### src/rtl/sbm_pkg.sv
package sbm_pkg;
    typedef enum logic [1:0] {
        PH_IDLE = 2'd0,
        PH_CMD  = 2'd1,
        PH_DATA = 2'd2,
        PH_HS   = 2'd3
    } sbm_phase_e;

    localparam int ERR_CHK        = 0;
    localparam int ERR_UNDEF      = 1;
    localparam int ERR_BUSY       = 2;
    localparam int ERR_SHORT_CMD  = 3;
    localparam int ERR_CRC        = 4;
    localparam int ERR_SHORT_DATA = 5;
    localparam int ERR_SHORT_HS   = 6;
    localparam int ERR_N          = 7;

    localparam int          CRC_W    = 16;
    localparam logic [15:0] CRC_POLY = 16'h1021;
endpackage

### src/rtl/sbm_sync_edge.sv
module sbm_sync_edge #(
    parameter int WIDTH  = 3,
    parameter int STAGES = 2
) (
    input  logic             clk,
    input  logic             rst_n,
    input  logic [WIDTH-1:0] async_i,
    output logic [WIDTH-1:0] level_o,
    output logic             strobe_o
);
    // stage STAGES is one extra flop used only for edge detection on bit 0
    logic [WIDTH-1:0] stg_q [STAGES+1];

    always_ff @(posedge clk or negedge rst_n) begin
        if (!rst_n) stg_q[0] <= '0;
        else        stg_q[0] <= async_i;
    end

    for (genvar g = 1; g <= STAGES; g++) begin : g_stage
        always_ff @(posedge clk or negedge rst_n) begin
            if (!rst_n) stg_q[g] <= '0;
            else        stg_q[g] <= stg_q[g-1];
        end
    end

    assign level_o  = stg_q[STAGES-1];
    assign strobe_o = stg_q[STAGES-1][0] & ~stg_q[STAGES][0];
endmodule

### src/rtl/sbm_cmd_check.sv
module sbm_cmd_check #(
    parameter int          CMD_W      = 8,
    parameter logic [15:0] VALID_MASK = 16'h783C,
    parameter logic [15:0] WRITE_MASK = 16'h7800
) (
    input  logic [CMD_W-1:0]   cmd_i,
    input  logic               busy_i,
    output logic [CMD_W/2-1:0] code_o,
    output logic               chk_ok_o,
    output logic               defined_o,
    output logic               write_o,
    output logic               exec_ok_o
);
    localparam int NIB = CMD_W / 2;

    logic [NIB-1:0] hi_nib;
    logic [NIB-1:0] lo_nib;

    assign hi_nib    = cmd_i[CMD_W-1:NIB];
    assign lo_nib    = cmd_i[NIB-1:0];
    assign code_o    = hi_nib;
    assign chk_ok_o  = (lo_nib == ~hi_nib);
    assign defined_o = VALID_MASK[hi_nib];
    assign write_o   = WRITE_MASK[hi_nib];
    assign exec_ok_o = ~busy_i;
endmodule

### src/rtl/sbm_crc_step.sv
module sbm_crc_step #(
    parameter int           W    = 16,
    parameter logic [W-1:0] POLY = 16'h1021
) (
    input  logic [W-1:0] crc_i,
    input  logic         bit_i,
    output logic [W-1:0] crc_o
);
    logic fb;
    assign fb    = crc_i[W-1] ^ bit_i;
    assign crc_o = {crc_i[W-2:0], 1'b0} ^ ({W{fb}} & POLY);
endmodule

### src/rtl/sbm_access_tracker.sv
module sbm_access_tracker
    import sbm_pkg::*;
#(
    parameter int          DATA_BYTES    = 4,
    parameter int          SYNC_STAGES   = 2,
    parameter int          MIN_CMD_EDGES = 8,
    parameter logic [15:0] VALID_MASK    = 16'h783C,
    parameter logic [15:0] WRITE_MASK    = 16'h7800
) (
    input  logic             clk,
    input  logic             rst_n,
    input  logic             ser_clk_i,
    input  logic             ser_dat_i,
    input  logic             ser_bs_i,
    input  logic             card_busy_i,
    input  logic             card_rdy_i,
    input  logic             err_clr_i,
    output logic             mode_four_o,
    output logic [1:0]       phase_o,
    output logic [3:0]       cmd_code_o,
    output logic             cmd_write_o,
    output logic [ERR_N-1:0] err_o
);
    localparam int CMD_W      = 8;
    localparam int CODE_W     = CMD_W / 2;
    localparam int FRAME_BITS = DATA_BYTES * 8 + CRC_W;
    localparam int CNT_LIM    = (FRAME_BITS > MIN_CMD_EDGES) ? FRAME_BITS : MIN_CMD_EDGES;
    localparam int CNT_W      = $clog2(CNT_LIM + 1) + 1;
    localparam logic [CNT_W-1:0] MIN_CNT   = CNT_W'(MIN_CMD_EDGES);
    localparam logic [CNT_W-1:0] FRAME_CNT = CNT_W'(FRAME_BITS);
    localparam logic [CNT_W-1:0] CNT_MAX   = '1;

    typedef struct packed {
        sbm_phase_e       phase;
        logic             four;
        logic [CMD_W-1:0] shreg;
        logic [CNT_W-1:0] cnt;
        logic [CRC_W-1:0] crc;
        logic             is_write;
        logic [CODE_W-1:0] code;
        logic             rdy_seen;
        logic             bs_prev;
        logic [ERR_N-1:0] err;
    } trk_state_t;

    trk_state_t cur_q, nxt_d;

    // synchronized serial lines: bit0 clock, bit1 data, bit2 bus-state
    logic [2:0] sync_lvl;
    logic       sclk_rise;
    logic       dat_lvl;
    logic       bs_lvl;

    sbm_sync_edge #(.WIDTH(3), .STAGES(SYNC_STAGES)) u_sync (
        .clk      (clk),
        .rst_n    (rst_n),
        .async_i  ({ser_bs_i, ser_dat_i, ser_clk_i}),
        .level_o  (sync_lvl),
        .strobe_o (sclk_rise)
    );

    assign dat_lvl = sync_lvl[1];
    assign bs_lvl  = sync_lvl[2];

    logic [CODE_W-1:0] dec_code;
    logic              dec_chk_ok;
    logic              dec_defined;
    logic              dec_write;
    logic              dec_exec_ok;

    sbm_cmd_check #(
        .CMD_W      (CMD_W),
        .VALID_MASK (VALID_MASK),
        .WRITE_MASK (WRITE_MASK)
    ) u_cmd (
        .cmd_i     (cur_q.shreg),
        .busy_i    (card_busy_i),
        .code_o    (dec_code),
        .chk_ok_o  (dec_chk_ok),
        .defined_o (dec_defined),
        .write_o   (dec_write),
        .exec_ok_o (dec_exec_ok)
    );

    logic [CRC_W-1:0] crc_seed;
    logic [CRC_W-1:0] crc_next;

    // the first data bit starts a fresh CRC, later bits extend the running one
    assign crc_seed = (cur_q.phase == PH_CMD) ? '0 : cur_q.crc;

    sbm_crc_step #(.W(CRC_W), .POLY(CRC_POLY)) u_crc (
        .crc_i (crc_seed),
        .bit_i (dat_lvl),
        .crc_o (crc_next)
    );

    logic [ERR_N-1:0] new_err;
    logic [CNT_W-1:0] cnt_inc;
    logic             bs_chg;

    always_comb begin
        nxt_d   = cur_q;
        new_err = '0;
        cnt_inc = (cur_q.cnt == CNT_MAX) ? cur_q.cnt : cur_q.cnt + 1'b1;
        bs_chg  = (bs_lvl != cur_q.bs_prev);

        if (err_clr_i) nxt_d.err = '0;

        if (sclk_rise) begin
            nxt_d.bs_prev = bs_lvl;
            unique case (cur_q.phase)
                PH_IDLE: begin
                    if (bs_chg && bs_lvl) begin
                        nxt_d.phase = PH_CMD;
                        nxt_d.cnt   = CNT_W'(1);
                        nxt_d.shreg = {{(CMD_W-1){1'b0}}, dat_lvl};
                    end
                end
                PH_CMD: begin
                    if (!bs_chg) begin
                        nxt_d.shreg = {cur_q.shreg[CMD_W-2:0], dat_lvl};
                        nxt_d.cnt   = cnt_inc;
                    end else begin
                        if (cur_q.cnt < MIN_CNT)  new_err[ERR_SHORT_CMD] = 1'b1;
                        else if (!dec_chk_ok)     new_err[ERR_CHK]       = 1'b1;
                        else if (!dec_defined)    new_err[ERR_UNDEF]     = 1'b1;
                        else if (!dec_exec_ok)    new_err[ERR_BUSY]      = 1'b1;
                        else begin
                            nxt_d.four     = 1'b1;
                            nxt_d.phase    = PH_DATA;
                            nxt_d.code     = dec_code;
                            nxt_d.is_write = dec_write;
                            nxt_d.cnt      = CNT_W'(1);
                            nxt_d.crc      = crc_next;
                        end
                    end
                end
                PH_DATA: begin
                    if (!bs_chg) begin
                        if (cur_q.cnt < FRAME_CNT) nxt_d.crc = crc_next;
                        nxt_d.cnt = cnt_inc;
                    end else begin
                        if (cur_q.is_write && (cur_q.cnt < FRAME_CNT))
                            new_err[ERR_SHORT_DATA] = 1'b1;
                        else if (cur_q.is_write && (cur_q.crc != '0))
                            new_err[ERR_CRC] = 1'b1;
                        else begin
                            nxt_d.phase    = PH_HS;
                            nxt_d.rdy_seen = 1'b0;
                        end
                    end
                end
                PH_HS: begin
                    if (bs_chg) begin
                        if (!(cur_q.rdy_seen || card_rdy_i))
                            new_err[ERR_SHORT_HS] = 1'b1;
                        else
                            nxt_d.phase = PH_IDLE;
                    end
                end
                default: nxt_d.phase = PH_IDLE;
            endcase
        end

        if ((cur_q.phase == PH_HS) && card_rdy_i) nxt_d.rdy_seen = 1'b1;

        if (new_err != '0) begin
            nxt_d.err   = nxt_d.err | new_err;
            nxt_d.four  = 1'b0;
            nxt_d.phase = PH_IDLE;
        end
    end

    always_ff @(posedge clk or negedge rst_n) begin
        if (!rst_n) begin
            cur_q          <= '0;
            cur_q.phase    <= PH_IDLE;
        end else begin
            cur_q <= nxt_d;
        end
    end

    assign mode_four_o = cur_q.four;
    assign phase_o     = cur_q.phase;
    assign cmd_code_o  = cur_q.code;
    assign cmd_write_o = cur_q.is_write;
    assign err_o       = cur_q.err;
endmodule

### config.mk
export PLATFORM = sky130hd
export DESIGN_NAME = sbm_access_tracker
export DESIGN_NICKNAME = d
export VERILOG_FILES = /design/src/rtl/sbm_pkg.sv /design/src/rtl/sbm_sync_edge.sv /design/src/rtl/sbm_cmd_check.sv /design/src/rtl/sbm_crc_step.sv /design/src/rtl/sbm_access_tracker.sv
export SDC_FILE = /design/constraint.sdc
export NUM_CORES = 1
export LEC_CHECK = 0
export ABC_CLOCK_PERIOD_IN_PS = 2900
export CAP_MARGIN = 15
export CORE_ASPECT_RATIO = 1.75
export CORE_UTILIZATION = 56
export DETAILED_ROUTE_END_ITERATION = 6
export PLACE_DENSITY = 0.74
export SLEW_MARGIN = 20
export SYNTH_ARGS = -nofsm -noshare
export SYNTH_HDL_FRONTEND = slang
export SYNTH_SLANG_ARGS = --single-unit
### constraint.sdc
create_clock -name clk -period 2.9 [get_ports clk]
set_input_delay 0.87 -clock clk [delete_from_list [all_inputs] [get_ports clk]]
set_output_delay 0.87 -clock clk [all_outputs]
set_load 0.02 [all_outputs]
==> results of run 1 <==
per-layer routing:
layer  part of all wire  vias to the layer above
met3              0.028                       18
met4              0.036                        0
met2               0.52                       54
li1                   -                      992
met1               0.42                     1022
met5                  0                        -
cell usage in the layout, fill, tap and decap left out, types with 3 or more instances in the layout:
master	Yosys	final
and2_1	3	3
nand2_1	16	16
o21ai_0	9	9
nand4_1	5	5
xor2_2	3	3
nor2b_1	12	12
a31o_2	10	10
nor2_1	9	9
clkbuf_8	0	5
clkdlybuf4s50_1	0	21
inv_1	16	16
mux2_2	4	4
nand3_1	4	4
buf_4	14	10
nor4_1	4	4
a21o_1	3	3
ha_1	6	6
a22o_1	14	14
o2bb2ai_1	5	5
o31ai_1	3	3
xnor2_1	4	4
a21oi_1	6	6
dfrtp_1	55	55
state kept, by name, indices dropped and copies added (netlist names):
name / flops
u_sync.stg_q: 4
cmd_code_o: 4
mode_four_o: 1
cur_q: 33
cmd_write_o: 1
phase_o: 2
err_o: 7
u_sync.level_o: 3
cell type report:
| class | count | area share |
|---|---|---|
| multi-input combinational | 170 | 0.408 |
| clock inverter | 3 | 0.00708 |
| clock buffer | 5 | 0.0216 |
| timing repair buffer | 32 | 0.0912 |
| sequential | 55 | 0.432 |
| tap | 54 | 0.0212 |
| inverter | 16 | 0.0189 |
final timing paths:
kind / end / slack [ns] / cells past startpoint
setup / recovery: cur_q[23] / 0.48 / 6
min in group asynchronous: cmd_code_o[1] / 0.49 / 1
setup reg to reg: cur_q[23] / 0.59 / 7
hold / removal: u_sync.level_o[1] / 0.35 / 0
hold reg to reg: u_sync.level_o[1] / 0.35 / 0
max in group asynchronous: mode_four_o / 1.78 / 2
metrics by stage:
stage	worst slack [ns]	cells	hold slack, ns	cell area [µm²]	utilization
floorplan	0.695	265	0.331	2880	-
global placement	0.191	327	0.336	3090	0.621
detailed placement	0.170	327	0.338	3090	0.621
CTS	0.504	335	0.355	3180	0.640
global route	0.369	335	0.362	3180	0.640
finish	0.484	335	0.354	3180	0.640
critical path, delay by kind of cell:
family	cells	cell delay, ns
AO/OA/AOI/OAI	3	0.72
buffers and inverters	1	0.50
AND/OR/NAND/NOR	2	0.52
report_power, final:
group,leakage (µW),internal (µW),switching [µW]
sequential,0.000738,819,56.2
combinational,0.000632,204,308
clock,0.0000485,174,261
cells by family after synthesis:
| group | Yosys count | share of synthesized area |
|---|---|---|
| XOR/XNOR | 8 | 0.0321 |
| adder cells (fa/ha/maj) | 6 | 0.0261 |
| AO/OA/AOI/OAI | 77 | 0.219 |
| buffers and inverters | 40 | 0.0717 |
| flip-flops | 55 | 0.478 |
| AND/OR/NAND/NOR | 74 | 0.154 |
| multiplexers | 5 | 0.0191 |
==> key figures, run 1 <==
Global route
  – Grt met3 use: 0.0334
  – Met2 usage: 0.380
  – First-pass GRT wire length: 9670 µm
  – Tot GR Track Use: 0.226
  – GRT busiest layer: met2
  – Vias in the first global route: 2044
  – Met1 usage: 0.279
  – Largest net degree at the start of global routing: 23
  – Initial antenna violation count: 0
  – Remaining Overflow, GRT: 0

Setup path
  – Critical path cell sequence: clkdlybuf4s50_1, o21a_1, o32ai_1, and2_1, nand2_1, a22o_1
  – Slowest CP cell: clkdlybuf4s50_1
  – Worst setup SP type: input port
  – Data arrival, critical path: 2.63 ns
  – Max incr delay on CP: 0.50 ns
  – Crit path from: card_busy_i
  – WP data required: 3.11 ns
  – Critical path type: in2reg
  – Endpoint type of the worst setup path: flop
  – Worst Path Max Fanout: 15
  – Worst r2r src: u_sync.level_o[2]

Floorplanning
  – Ports: 23
  – DIE HEIGHT: 96.9 µm
  – Die Footprint: 0.00545 mm²
  – Row count: 34
  – Die Wd: 56.2 µm
  – CORE AREA: 0.00498 mm²
  – Initial Util: 0.579

Yosys
  – Post-synth top cells: dfrtp_1, inv_1, nand2_1, a22o_1, buf_4
  – Mapped Avg Cell Area: 10.9 µm²
  – Mapped Area: 0.00288 mm²
  – Post-synth EDFFs: 0
  – Synth warnings: 0
  – Share of the synthesized area in the top cell type: 0.478
  – Top post-synthesis cells by area: dfrtp_1, a22o_1, buf_4
  – Syn Inst Count: 265
  – Yosys reg bits: 55
  – Post-synth cell types: 62
  – Syn_nets: 279
  – Top-count cell post-synth: dfrtp_1
  – Yosys top cell by area: dfrtp_1
  – Primary FF master, synth: dfrtp_1
  – Post-synthesis sequential area ratio: 0.478
  – FFs w/ async S/R, synth: 1.00

Clock tree
  – H-tree depth: 2
  – CTS resizes: 0
  – Post-CTS Hold Buffers: 0
  – Max Root-Sink Buffers: 2
  – Worst skew pair latency: 0.32 ns
  – Total clock sinks: 55
  – Clock tree root buffer cell: clkbuf_8
  – TritonCTS buffer count: 5
  – Buffer count from post-CTS setup fixing: 0
  – CTS tree: built
  – Worst-path clk slew: 0.11 ns

Timing
  – Hold Vio Cnt, Final: 0
  – Fin crit share: 0.833
  – Worst rel slew slack: 0.619
  – Minimum clock period: 2.42 ns
  – Slew Limit Fails: 0
  – Setup TNS: 0 ns
  – Unrepaired setup endpoints after global routing: false
  – Max Freq: 414 MHz
  – Slew @ Worst Pin: 0.568 ns
  – Clk_skew: 0.0109 ns
  – # setup viols final: 0

Final layout
  – Layout cells sized above 1: 0.160
  – Nets: 294
  – Diodes inserted: 0
  – Fillers: 394
  – Storage element area: 0.00138 mm²
  – Multi-input gate area: 0.00130 mm²
  – Synthesis-to-finish area growth: 10.5%

Power and ir drop
  – Total power: 1820 µW
  – PD cells: 573 mW/mm²
  – LEAKAGE: 0.00142 µW
  – VDD IR max: 0.522 mV

Routing
  – DRC: 0
  – Final antenna-violating net count: 0
  – Wirelength per Cell: 17.0 µm
  – DR pass1 iterations: 4
  – Vias per inst: 6.23
  – Via count: 2086
  – Final WL: 5710 µm
  – Violation count after the first detailed-routing iteration: 47

Placement
  – Routability cong.: 0.897
  – # port buffers: 22
  – Hpwl dp: 4140 µm

Outcome
  – Outcome: completed

Worst hold path
  – Hold path startpoint: u_sync.stg_q[7]
  – Class of the worst hold path: reg2reg

Flow run
  – Number of max-cap violations: 0
Note: power is estimated with default switching activity, not from simulation.
==> inputs of run 2 (changes only) <==
--- a/config.mk
+++ b/config.mk
@@ -5,12 +5,12 @@
 export SDC_FILE = /design/constraint.sdc
 export NUM_CORES = 1
 export LEC_CHECK = 0
-export ABC_CLOCK_PERIOD_IN_PS = 2900
+export ABC_CLOCK_PERIOD_IN_PS = 2100
 export CAP_MARGIN = 15
 export CORE_ASPECT_RATIO = 1.75
-export CORE_UTILIZATION = 56
+export CORE_UTILIZATION = 52
 export DETAILED_ROUTE_END_ITERATION = 6
-export PLACE_DENSITY = 0.74
+export PLACE_DENSITY = 0.72
 export SLEW_MARGIN = 20
 export SYNTH_ARGS = -nofsm -noshare
 export SYNTH_HDL_FRONTEND = slang
==> constraint.sdc (replaced) <==
create_clock -name clk -period 2.1 [get_ports clk]
set_input_delay 0.63 -clock clk [delete_from_list [all_inputs] [get_ports clk]]
set_output_delay 0.63 -clock clk [all_outputs]
set_load 0.02 [all_outputs]
==> key figures, run 2 (synthesized netlist as in run 1, its figures left out) <==
Outcome
  – Outcome: completed

Global route
  – Largest net degree at the start of global routing: 56 (+140%)
  – Remaining Overflow, GRT: 0 (unchanged)
  – First-pass GRT wire length: 10500 µm (+8.2%)
  – Vias in the first global route: 2268 (+11%)
  – Tot GR Track Use: 0.236 (+0.00938)
  – Initial antenna violation count: 0 (unchanged)

Routing
  – Final antenna-violating net count: 0 (unchanged)
  – Final WL: 6240 µm (+9.3%)
  – Max Used Layer: met4
  – Metal1 wirelength: 2600 µm (+8.4%)
  – Wirelength per Cell: 16.4 µm (-3.9%)
  – Wire length on met2: 3230 µm (+9.6%)
  – DRC: 0 (unchanged)
  – Via count: 2223 (+6.6%)
  – Met3 wire length: 122 µm (-23%)
  – DR pass1 iterations: 4 (unchanged)
  – Violation count after the first detailed-routing iteration: 64 (+36%)
  – Vias per inst: 5.83 (-6.3%)

Power and ir drop
  – LEAKAGE: 0.00155 µW (+9.3%)
  – VDD IR max: 0.486 mV (-6.9%)
  – PD cells: 763 mW/mm² (+33%)

Clock tree
  – CTS tree: built
  – Worst-path clk slew: 0.10 ns (about the same)
  – Worst skew pair latency: 0.32 ns (about the same)
  – H-tree depth: 2 (unchanged)
  – Post-CTS Hold Buffers: 0 (unchanged)
  – Total clock sinks: 55 (unchanged)
  – Clock tree root buffer cell: clkbuf_8
  – TritonCTS buffer count: 5 (unchanged)
  – Max Root-Sink Buffers: 2 (unchanged)

Floorplanning
  – DIE HEIGHT: 100 µm (+3.7%)
  – Row count: 35 (+2.9%)
  – Die Wd: 58.3 µm (+3.6%)
  – Die Footprint: 0.00585 mm² (+7.5%)
  – Initial Util: 0.544 (-0.0351)
  – Ports: 23 (unchanged)
  – CORE AREA: 0.00530 mm² (+6.5%)

Final layout
  – Nets: 320 (+8.8%)
  – Diodes inserted: 0 (unchanged)
  – Commonest non-fill, non-tap cell in the layout: dfrtp_1
  – Commonest non-fill, non-tap cells in the layout: dfrtp_1, buf_4, clkdlybuf4s50_1, nand2_1, inv_1
  – Synthesis-to-finish area growth: 22.0%
  – Post-layout util: 0.663 (+0.0235)
  – Max reg flops: 33 (unchanged)
  – Layout cells sized above 1: 0.287 (+0.127)
  – Biggest register: cur_q

Flow run
  – Number of max-cap violations: 0 (unchanged)

Setup path
  – Endpoint type of the worst setup path: flop
  – Critical path type: reg2reg
  – Data arrival, critical path: 2.27 ns (-0.36 ns)
  – WP data required: 2.32 ns (-0.79 ns)
  – R2r setup slk: 0.05 ns (-0.54 ns)
  – R2R cell count: 5 (-2)
  – Worst setup SP type: flop
  – Worst r2r src: cur_q[38]
  – R2r endpoint: cur_q[34]
  – Worst Path Max Fanout: 6 (-9)

Timing
  – Slew @ Worst Pin: 0.418 ns (-0.150 ns)
  – Minimum clock period: 2.05 ns
  – Unrepaired setup endpoints after global routing: true
  – Fin worst setup slack: 0.0502 ns (-0.434 ns)
  – Clk_skew: 0.00989 ns (-0.00102 ns)
  – Hold Vio Cnt, Final: 0 (unchanged)
  – Fin crit share: 0.976
  – Slew Limit Fails: 0 (unchanged)
  – Worst rel slew slack: 0.719 (+0.0994)
  – Max Freq: 488 MHz
  – # setup viols final: 0 (unchanged)

Placement
  – Pre-CTS setup slack: -0.207 ns (-0.377 ns)
  – Hpwl dp: 4550 µm (+9.9%)
  – Routability cong.: 0.904 (+0.88%)
  – # port buffers: 22 (unchanged)

Worst hold path
  – Class of the worst hold path: in2async
## run 2: how the worst max path moves through the flow
stage,startpoint,endpoint,slack [ns],cells past startpoint
floorplan,u_sync.level_o[2],cmd_code_o[0],0.03,6
detailed placement,card_busy_i,cur_q[36],-0.21,5
global placement,card_busy_i,cur_q[36],-0.21,5
finish,cur_q[38],cur_q[34],0.05,5
global route,cur_q[38],cur_q[34],-0.01,5
CTS,cur_q[43],cur_q[34],-0.03,5
## run 2: layer usage
| metal | global-route usage | vias up |
|---|---|---|
| met5 | 0 | - |
| met3 | 0.0295 | 20 |
| met2 | 0.396 | 51 |
| li1 | - | 1051 |
| met1 | 0.280 | 1101 |
| met4 | 0.148 | 0 |
## run 2: timing repair
item | 4_1_cts | 5_1_grt
endpoints found under the hold margin | 0 | 0
gates resized for setup | 4 | 13
setup endpoints to repair | 3 | 22
pin swaps | 0 | 3
buffers inserted | 0 | 2
## run 2: critical path, cell delays in order, from the launching register on
cell	delay, ns
dfrtp_1	0.45
xor2_2	0.25
nand4_4	0.18
o31a_1	0.35
or4b_1	0.50
a32oi_2	0.24
## run 2: cell type report
type,count,area (µm²)
clock buffer,6,72.6
timing repair buffer,58,523
sequential,55,1380
multi-input combinational,170,1370
fill,432,1790
tap,74,92.6
clock inverter,2,16.3
inverter,16,60.1
## run 2: through the flow
stage	cell area, µm²	total power [µW]	cells	setup TNS (ns)	hold WS [ns]
floorplan	2890	1740	265	0	0.331
global placement	3340	2060	371	-3.59	0.334
detailed placement	3340	2080	371	-3.53	0.340
CTS	3440	2680	379	-0.0276	0.309
global route	3510	2820	381	-0.0114	0.310
finish	3510	2680	381	0	0.291
## run 2: report_power, final
| part | total, µW | internal (µW) | switching (µW) |
|---|---|---|---|
| clock network | 592 | 240 | 352 |
| logic | 878 | 401 | 477 |
| registers | 1210 | 1130 | 76.7 |
| total | 2680 | 1770 | 906 |
